## src/rtl/tmr_pkg.sv

```systemverilog
// Shared encodings for the dual-width timer.
// Assumes the 3-bit source selector layout listed in the brief.
package tmr_pkg;
    typedef enum logic [2:0] {
        SRC_STOP   = 3'b000,
        SRC_CLK    = 3'b001,
        SRC_DIV8   = 3'b010,
        SRC_DIV64  = 3'b011,
        SRC_DIV256 = 3'b100,
        SRC_DIV1K  = 3'b101,
        SRC_PIN_FALL = 3'b110,
        SRC_PIN_RISE = 3'b111
    } tick_src_e;
endpackage

```

## src/rtl/tmr_prescaler.sv

```systemverilog
// Free-running power-of-two divider. It raises one single-cycle tick per tap,
// once every 2**TAP_LOG[i] clocks. Assumes the taps are listed in rising order.
module tmr_prescaler #(
    parameter int NTAPS = 4,
    parameter int TAP_LOG [NTAPS] = '{3, 6, 8, 10}
) (
    input  logic             clk,
    input  logic             rst_n,
    output logic [NTAPS-1:0] tick
);
    localparam int DIV_W = TAP_LOG[NTAPS-1];

    logic [DIV_W-1:0] div_q;

    // Advance the shared divider on every clock.
    always_ff @(posedge clk) begin
        if (!rst_n) div_q <= '0;
        else        div_q <= div_q + 1'b1;
    end

    // One tap per divide ratio: a tap fires when its low bits are all ones.
    for (genvar g = 0; g < NTAPS; g++) begin : g_tap
        assign tick[g] = &div_q[TAP_LOG[g]-1:0];
    end

    // The finest tap never fires on two clocks in a row.
    assert_tick_spacing_R4: assert property (@(posedge clk) disable iff (!rst_n)
        tick[0] |=> !tick[0]);
endmodule

```

## src/rtl/tmr_edge_sync.sv

```systemverilog
// Two-flop synchroniser for an asynchronous pin, with rise and fall detection.
// Each detected edge gives a pulse one system clock long. Assumes the pin stays
// stable for more than one clock between changes.
module tmr_edge_sync #(
    parameter int SYNC_STAGES = 2
) (
    input  logic clk,
    input  logic rst_n,
    input  logic pin,
    output logic rise,
    output logic fall
);
    logic [SYNC_STAGES-1:0] sync_q;
    logic                   last_q;

    // Shift the pin through the synchroniser and keep the previous stable level.
    always_ff @(posedge clk) begin
        if (!rst_n) begin
            sync_q <= '0;
            last_q <= 1'b0;
        end else begin
            sync_q <= {sync_q[SYNC_STAGES-2:0], pin};
            last_q <= sync_q[SYNC_STAGES-1];
        end
    end

    assign rise = sync_q[SYNC_STAGES-1] & ~last_q;
    assign fall = ~sync_q[SYNC_STAGES-1] & last_q;

    // A detected edge lasts exactly one clock.
    assert_rise_single_R5: assert property (@(posedge clk) disable iff (!rst_n)
        rise |=> !rise);
    assert_fall_single_R5: assert property (@(posedge clk) disable iff (!rst_n)
        fall |=> !fall);
endmodule

```

## src/rtl/tmr_count_core.sv

```systemverilog
// Count register with load, limit/maximum wrap, width masking and the overflow
// pulse and sticky flag. Assumes top_val and max_val already fit the chosen width.
module tmr_count_core #(
    parameter int HALF_W = 8,
    localparam int CNT_W = 2 * HALF_W
) (
    input  logic             clk,
    input  logic             rst_n,
    input  logic             tick,
    input  logic             wide,
    input  logic [CNT_W-1:0] top_val,
    input  logic [CNT_W-1:0] max_val,
    input  logic             load_en,
    input  logic [CNT_W-1:0] load_val,
    input  logic             ovf_clr,
    output logic [CNT_W-1:0] count,
    output logic             ovf_pulse,
    output logic             ovf_flag
);
    logic [CNT_W-1:0] cnt_q;
    logic [CNT_W-1:0] cnt_next;
    logic [CNT_W-1:0] width_mask;
    logic             wrap;

    assign width_mask = wide ? {CNT_W{1'b1}} : {{HALF_W{1'b0}}, {HALF_W{1'b1}}};
    assign wrap       = tick && !load_en && ((cnt_q == top_val) || (cnt_q == max_val));

    // Next count: a load wins, then an enabled increment or wrap, else hold.
    always_comb begin
        if (load_en)   cnt_next = load_val;
        else if (wrap) cnt_next = '0;
        else if (tick) cnt_next = cnt_q + 1'b1;
        else           cnt_next = cnt_q;
        cnt_next = cnt_next & width_mask;
    end

    // Register the count and the overflow indications.
    always_ff @(posedge clk) begin
        if (!rst_n) begin
            cnt_q     <= '0;
            ovf_pulse <= 1'b0;
            ovf_flag  <= 1'b0;
        end else begin
            cnt_q     <= cnt_next;
            ovf_pulse <= wrap;
            if (wrap)         ovf_flag <= 1'b1;
            else if (ovf_clr) ovf_flag <= 1'b0;
        end
    end

    assign count = cnt_q;

    assert_hold_when_idle_R2: assert property (@(posedge clk) disable iff (!rst_n)
        (!tick && !load_en && wide) |=> $stable(count));
    assert_upper_clear_R9: assert property (@(posedge clk) disable iff (!rst_n)
        !wide |=> (count[CNT_W-1:HALF_W] == '0));
    assert_load_wins_R10: assert property (@(posedge clk) disable iff (!rst_n)
        (load_en && wide) |=> (count == $past(load_val)) && !ovf_pulse);
    assert_flag_follows_pulse_R8: assert property (@(posedge clk) disable iff (!rst_n)
        ovf_pulse |-> ovf_flag);
    assert_wrap_lands_zero_R6: assert property (@(posedge clk) disable iff (!rst_n)
        ovf_pulse |-> (count == '0));
endmodule

```

## src/rtl/dual_width_timer.sv

```systemverilog
// Top of the dual-width timer. It picks the tick source, forms the limit and the
// maximum for the chosen width, and drives the count core. Assumes ext_pin is
// asynchronous and that all other inputs are synchronous to clk.
module dual_width_timer
    import tmr_pkg::*;
#(
    parameter int HALF_W = 8,
    localparam int CNT_W = 2 * HALF_W
) (
    input  logic              clk,
    input  logic              rst_n,
    input  logic [2:0]        clk_sel,
    input  logic              wide_mode,
    input  logic              top_from_cmp,
    input  logic [HALF_W-1:0] cmp_a,
    input  logic [HALF_W-1:0] cmp_b,
    input  logic              ext_pin,
    input  logic              load_en,
    input  logic [CNT_W-1:0]  load_val,
    input  logic              ovf_clr,
    output logic [CNT_W-1:0]  count,
    output logic              ovf_pulse,
    output logic              ovf_flag
);
    localparam int NTAPS = 4;

    logic [NTAPS-1:0] pre_tick;
    logic             pin_rise;
    logic             pin_fall;
    logic             tick;
    logic [CNT_W-1:0] max_val;
    logic [CNT_W-1:0] top_val;

    tmr_prescaler #(.NTAPS(NTAPS), .TAP_LOG('{3, 6, 8, 10})) u_pre (
        .clk(clk), .rst_n(rst_n), .tick(pre_tick)
    );

    tmr_edge_sync #(.SYNC_STAGES(2)) u_pin (
        .clk(clk), .rst_n(rst_n), .pin(ext_pin), .rise(pin_rise), .fall(pin_fall)
    );

    // Tick source selection from the 3-bit selector.
    always_comb begin
        unique case (tick_src_e'(clk_sel))
            SRC_STOP:     tick = 1'b0;
            SRC_CLK:      tick = 1'b1;
            SRC_DIV8:     tick = pre_tick[0];
            SRC_DIV64:    tick = pre_tick[1];
            SRC_DIV256:   tick = pre_tick[2];
            SRC_DIV1K:    tick = pre_tick[3];
            SRC_PIN_FALL: tick = pin_fall;
            SRC_PIN_RISE: tick = pin_rise;
            default:      tick = 1'b0;
        endcase
    end

    // Width maximum and the limit: the fused compare word or byte A alone.
    always_comb begin
        max_val = wide_mode ? {CNT_W{1'b1}} : {{HALF_W{1'b0}}, {HALF_W{1'b1}}};
        if (!top_from_cmp) top_val = max_val;
        else if (wide_mode) top_val = {cmp_b, cmp_a};
        else                top_val = {{HALF_W{1'b0}}, cmp_a};
    end

    tmr_count_core #(.HALF_W(HALF_W)) u_core (
        .clk(clk), .rst_n(rst_n), .tick(tick), .wide(wide_mode),
        .top_val(top_val), .max_val(max_val), .load_en(load_en),
        .load_val(load_val), .ovf_clr(ovf_clr), .count(count),
        .ovf_pulse(ovf_pulse), .ovf_flag(ovf_flag)
    );

    // A stopped source never moves the count.
    assert_stop_holds_R2: assert property (@(posedge clk) disable iff (!rst_n)
        (clk_sel == 3'b000 && !load_en && wide_mode) |=> $stable(count));
endmodule

```

## config.mk

```make
export PLATFORM = sky130hd
export DESIGN_NAME = dual_width_timer
export DESIGN_NICKNAME = d
export VERILOG_FILES = /design/src/rtl/tmr_pkg.sv /design/src/rtl/tmr_prescaler.sv /design/src/rtl/tmr_edge_sync.sv /design/src/rtl/tmr_count_core.sv /design/src/rtl/dual_width_timer.sv
export SDC_FILE = /design/constraint.sdc
export NUM_CORES = 1
export LEC_CHECK = 0
export BUFFER_PORTS_ARGS = -buffer_cell sky130_fd_sc_hd__buf_2
export CAP_MARGIN = 20
export CORE_ASPECT_RATIO = 1.4
export CORE_UTILIZATION = 53
export CTS_CLUSTER_DIAMETER = 30
export DETAILED_ROUTE_END_ITERATION = 8
export PLACE_DENSITY = 0.82
export REMOVE_ABC_BUFFERS = 1
export SLEW_MARGIN = 25
export SYNTH_ARGS = -nofsm -noshare
export SYNTH_HDL_FRONTEND = slang
export SYNTH_SLANG_ARGS = --single-unit
export TNS_END_PERCENT = 30
```

## constraint.sdc

```tcl
create_clock -name clk -period 3.9 [get_ports clk]
set_clock_uncertainty 0.15 [all_clocks]
set_input_delay 0.585 -clock clk [delete_from_list [all_inputs] [get_ports clk]]
set_output_delay 0.585 -clock clk [all_outputs]
set_load 0.005 [all_outputs]
```

Word level (Yosys, flattened, before mapping)

Cells that the tools add are included.

Bits in registers: 31
Latch bits: 0
Memory bits (writable): 0
Bits in read-only memories: 0
Input port bits: 42
Output and inout bits: 18
Word-level logic and storage cells: 41
Memories kept: 0

$add $sub $neg: 2
Multiply operators: 0
Divide/modulo/power cells: 0
Magnitude comparators: 0
Eq/ne operators: 9
Shift-type cells: 0
Multiplexer cells: 9
Bitwise logic cells: 5
Reduce and logical (&&, ||, !) cells: 10

Operators by type and width:

| cell                                                 | number |
|---|---|
| 2-to-1 mux 16 bit                                    | 6 |
| equality test 16 bit                                 | 2 |
| adder 16 x 1 -> 16 bit (second input constant)       | 1 |
| bitwise AND 16 bit                                   | 1 |
| equality test 3 bit (second input constant)          | 4 |
| adder 10 x 1 -> 10 bit (second input constant)       | 1 |
| AND reduction 10 bit                                 | 1 |
| one-hot mux 1 bit (8 select lines)                   | 1 |
| AND reduction 8 bit                                  | 1 |
| equality test 3 x 2 -> 1 bit (second input constant) | 2 |
| AND reduction 6 bit                                  | 1 |
| equality test 3 x 1 -> 1 bit (second input constant) | 1 |
| logical NOT 3 bit                                    | 1 |
| AND reduction 3 bit                                  | 1 |
| bitwise AND 1 bit                                    | 2 |
| logical AND 1 bit                                    | 2 |
| 2-to-1 mux 1 bit                                     | 2 |
| inverter 1 bit                                       | 2 |
| nonzero test 2 bit                                   | 1 |
| logical NOT 1 bit                                    | 1 |
| logical OR 1 bit                                     | 1 |

Depth between registers and ports, before layout

Depth in word-level cells: 8
Gate-level depth with buffers: 9

Modules after synthesis

A second synthesis with hierarchy kept.

Cell total of the unflattened synthesis: 257
Area total of the unflattened synthesis: 2074.5 µm²

Modules (own cells, without submodules):

| module           | instances | cells each | area each (µm²) | sequential area each (µm²) |
|---|---|---|---|---|
| tmr_count_core   | 1         | 167        | 1338.8          | 360.3 |
| tmr_prescaler    | 1         | 47         | 441.7           | 200.2 |
| dual_width_timer | 1         | 35         | 202.7           | 0.0 |
| tmr_edge_sync    | 1         | 8          | 91.3            | 60.1 |

Worst setup path after synthesis

OpenSTA, ideal clock, no wires.

Path type: input-to-reg
Start: input top_from_cmp
End: register u_core.cnt_q[12], in the netlist u_core.count[12]
Library setup time: 0.117 ns
Data arrival time: 2.146 ns
Required time: 3.633 ns
Path slack: 1.487 ns
Stages: 8
Cell sequence: buf_4 -> or3b_1 -> a211o_1 -> o211ai_1 -> and4_4 -> a311oi_4 -> buf_6 -> a32o_1

Longest elaborated chain between the ends: 7

RTL lines:

| what                   | line                   | RTL |
|---|---|---|
| start: declaration     | dual_width_timer.sv:14 | `input logic top_from_cmp,` |
| 2-to-1 mux 16 bit      | dual_width_timer.sv:60 | `if (!top_from_cmp) top_val = max_val;` |
| equality test 16 bit   | tmr_count_core.sv:26   | `assign wrap = tick && !load_en && ((cnt_q == top_val) \|\| (cnt_q == max_val));` |
| logical OR 1 bit       | tmr_count_core.sv:26   |  |
| logical AND 1 bit      | tmr_count_core.sv:26   |  |
| 2-to-1 mux 16 bit      | tmr_count_core.sv:31   | `else if (wrap) cnt_next = '0;` |
| 2-to-1 mux 16 bit      | tmr_count_core.sv:30   | `if (load_en) cnt_next = load_val;` |
| bitwise AND 16 bit     | tmr_count_core.sv:34   | `cnt_next = cnt_next & width_mask;` |
| end signal: assignment | tmr_count_core.sv:44   | `cnt_q <= cnt_next;` |
| end: declaration       | tmr_count_core.sv:20   | `logic [CNT_W-1:0] cnt_q;` |

Every way passes these cells.
A chain may end at the register's enable or synchronous reset.

Worst setup path in the final report

Start: register u_pre.div_q[0]
End: register u_core.cnt_q[11], in the netlist u_core.count[11]

Longest elaborated chain between the ends: 7
Elaborated cells between the ends (all ways): 11
Those cells by class: mux (4); bitwise (1); reduce/logical (6)

RTL lines:

| what                                         | line                   | RTL |
|---|---|---|
| start: declaration                           | tmr_prescaler.sv:13    | `logic [DIV_W-1:0] div_q;` |
| start signal: assignment                     | tmr_prescaler.sv:18    | `else div_q <= div_q + 1'b1;` |
| AND reduction 10 bit (tied with other cells) | tmr_prescaler.sv:23    | `assign tick[g] = &div_q[TAP_LOG[g]-1:0];` |
| one-hot mux 1 bit (8 select lines) *         | dual_width_timer.sv:44 | `unique case (tick_src_e'(clk_sel))` |
| logical AND 1 bit (2 in series)              | tmr_count_core.sv:26   |  |
| 2-to-1 mux 16 bit *                          | tmr_count_core.sv:31   |  |
| 2-to-1 mux 16 bit *                          | tmr_count_core.sv:30   |  |
| bitwise AND 16 bit *                         | tmr_count_core.sv:34   |  |

Mark *: on every way between the ends. The rest lies on a longest branch, timed or not.

==> flow_summary.ini <==
[min_path]
min_path_type = reg -> reg

[routing]
drc = 0
drt-initial-drc-count = 135
drt_pass1_iterations = 4
highest_layer = met4
vias_per_cell = 6.16
wl_met2_um = 2710
postRouteAntennaNets = 0
wl_met1_um = 2290
wirelength_um = 5380
met3_length_um = 296
wl_per_cell_um = 15.0
vias = 2212

[flow_run]
cap_violations = 0

[critical_path]
path_cells = ha_1, ha_1, nand2_1, nor3_1, o32ai_2, nand2_1, a311oi_4, a32o_1
setup.worst_path.start_class = flop
cp_top_family = compound AO/OA/AOI/OAI gates
critPathCaptureType = flop
cpPeakStageDelay_ns = 0.64
path_max_fanout = 11
crit_buf_inv = 0
critPathArrivalTime_ns = 2.82
reg2reg_slack_ns = 1.15
path_class = reg -> reg
slowest_stage = o32ai_2
required_ns = 3.96

[sta]
period_minus_slack_ns = 2.75
finalMaxSlewViolations = 0
finalSetupViolations = 0
fin_setup_tns_ns = 0
hold_viol = 0
maxSlewHeadroom = 0.520
grt_setup_unrepaired = no
clock.fmax_mhz = 363
period_share = 0.706
worstMarginPinSlew_ns = 0.720

[logic_synthesis]
syn_area_sq_um = 2210
synth.distinct_cells = 52
yosysTopAreaCell = dfxtp_1
ys_ff_latch = 31
synthFlopType = dfxtp_1
synth_seq_area_share = 0.280
avgSynthCellArea_sq_um = 8.14
ys_warn_count = 0
synthSimpleGateAreaFrac = 0.302
synth_top_family_by_area = simple AND/OR/NAND/NOR gates
synth-compound-area-share = 0.258
synth_top_area_frac = 0.280
synth_edf_count = 0
ys_top_cells_by_area = dfxtp_1 (28%), xor2_1 (7.1%), nand2_1 (5.4%), nand3_1 (4.5%), a32o_1 (4.1%)
yosys.area_share.adder = 0.0170
syn_inst = 272
synthMuxAreaShare = 0
async_flop_share = 0
synth_xor_area_frac = 0.0871

[floorplanning]
die_w_um = 56.6
dieArea_sq_um = 4440
core.rowCount = 27
dieHeight_um = 78.5
top_level_ports = 60
core_area_sq_um = 3950
initial_core_util = 0.560

[cells_and_area]
antenna_cells = 0
final_util = 0.646
design_area_sq_um = 2550
fillers = 363
fin_nets = 360
drive_above_1_share = 0.237
syn2layout_area_growth_pct = 15.4
final_cells = 359

[clock_network]
h-tree-depth = 2
cts_max_path_buffers = 2
clk_pin_slew_ns = 0.06
cts-resized-gates = 0
numCtsBuffers = 5
cts_hold_buffers = 0
cts-root-buf = clkbuf_8
clk_latency_ns = 0.28
clock_sinks = 31
cts_tree = built
cts_setup_buffers = 0

[power]
peakVddDrop_v = 0.000268
p_leak_nw = 1.12
p_per_area_nw_per_um2 = 291

[grt]
grt_pass1_vias = 2068
grt_pass1_wl_um = 9060
grt_max_degree = 23
track_usage = 0.254
overflow = 0
grt_antenna_before_repair = 0

[placement]
place_inst = 351
place_hpwl_um = 3950
port_buffers = 59
routabilityCongestion = 0.845
place_area_sq_um = 2450

[status]
status = complete, no violations
-- flip-flops by register name, summed over array words and instances (netlist names) --
name / cells
u_core.ovf_pulse: 1
u_core.ovf_flag: 1
u_core.count: 16
u_pre.div_q: 10
u_pin.last_q: 1
u_pin.sync_q: 2
-- layer usage --
metal | vias up | global-route usage
met4 | 0 | 0.110
met5 | - | 0
met1 | 1022 | 0.313
met3 | 6 | 0.0329
li1 | 1098 | -
met2 | 86 | 0.434
-- cell type report --
cell class,count,area (sq um),share of cell area
clock buffer,7,96.3,0.0377
tap,43,53.8,0.0211
sequential,31,621,0.243
timing repair buffer,60,303,0.119
inverter,1,3.75,0.00147
multi-input combinational,216,1470,0.575
clock inverter,1,7.51,0.00294
-- layout by cell type (no fill, tap or decap), types with 3 or more instances in the layout --
master	count
a22o_1	3
nand3_1	20
a31oi_1	4
buf_2	59
clkbuf_8	7
a2111oi_0	4
xnor2_1	4
nor4bb_1	5
and2_1	13
or3b_1	5
nor3_1	6
ha_1	3
nand2_1	32
nand4b_1	4
o211ai_1	4
dfxtp_1	31
a21oi_1	13
a32o_1	9
a21o_1	7
a211o_1	4
nand2b_1	3
o21ai_0	6
xor2_1	18
nor2_1	10
and3_1	10
-- logic make-up after synthesis --
logic type | count (synthesis)
and+or+nand+nor | 120
AOI/OAI and AO/OA | 71
xor gates and xnor gates | 22
DFF | 31
buffers and inverters | 25
adders and majority gates | 3
-- worst paths after layout --
path,startpoint,cells after the start,end
max reg2reg,u_pre.div_q[0],8,u_core.count[11]
max,u_pre.div_q[0],8,u_core.count[11]
min,u_pin.sync_q[0],1,u_pin.sync_q[1]
min reg2reg,u_pin.sync_q[0],1,u_pin.sync_q[1]
-- through the flow --
stage	hold WS (ns)	setup WS, ns	power (mW)
floorplan	0.262	1.35	0.411
global placement	0.268	1.18	0.468
detailed placement	0.276	1.14	0.471
CTS	0.292	1.16	0.744
global route	0.302	0.960	0.773
finish	0.288	1.15	0.743
-- worst reg2reg max path, cell delays in order, from the launching register on --
cell	delay, ns
dfxtp_1	0.34
ha_1	0.23
ha_1	0.20
nand2_1	0.07
nor3_1	0.05
o32ai_2	0.64
nand2_1	0.23
a311oi_4	0.53
a32o_1	0.26
-- cells in the mapped netlist (4+ instances only) --
cell type	instances
nand2_1	32
dfxtp_1	31
nand3_1	20
xor2_1	18
a21oi_1	13
and2_1	13
and3_1	10
clkbuf_1	10
nor2_1	10
a32o_1	9
buf_2	8
a21o_1	7
nor3_1	6
o21ai_0	6
nor4bb_1	5
or3b_1	5
a2111oi_0	4
a211o_1	4
a31oi_1	4
nand4b_1	4
o211ai_1	4
xnor2_1	4
-- power breakdown --
group	switching, mW	internal [mW]
clock	0.117	0.160
combinational	0.0555	0.0556
sequential	0.0246	0.329
Power figures use the tool's default switching activity.
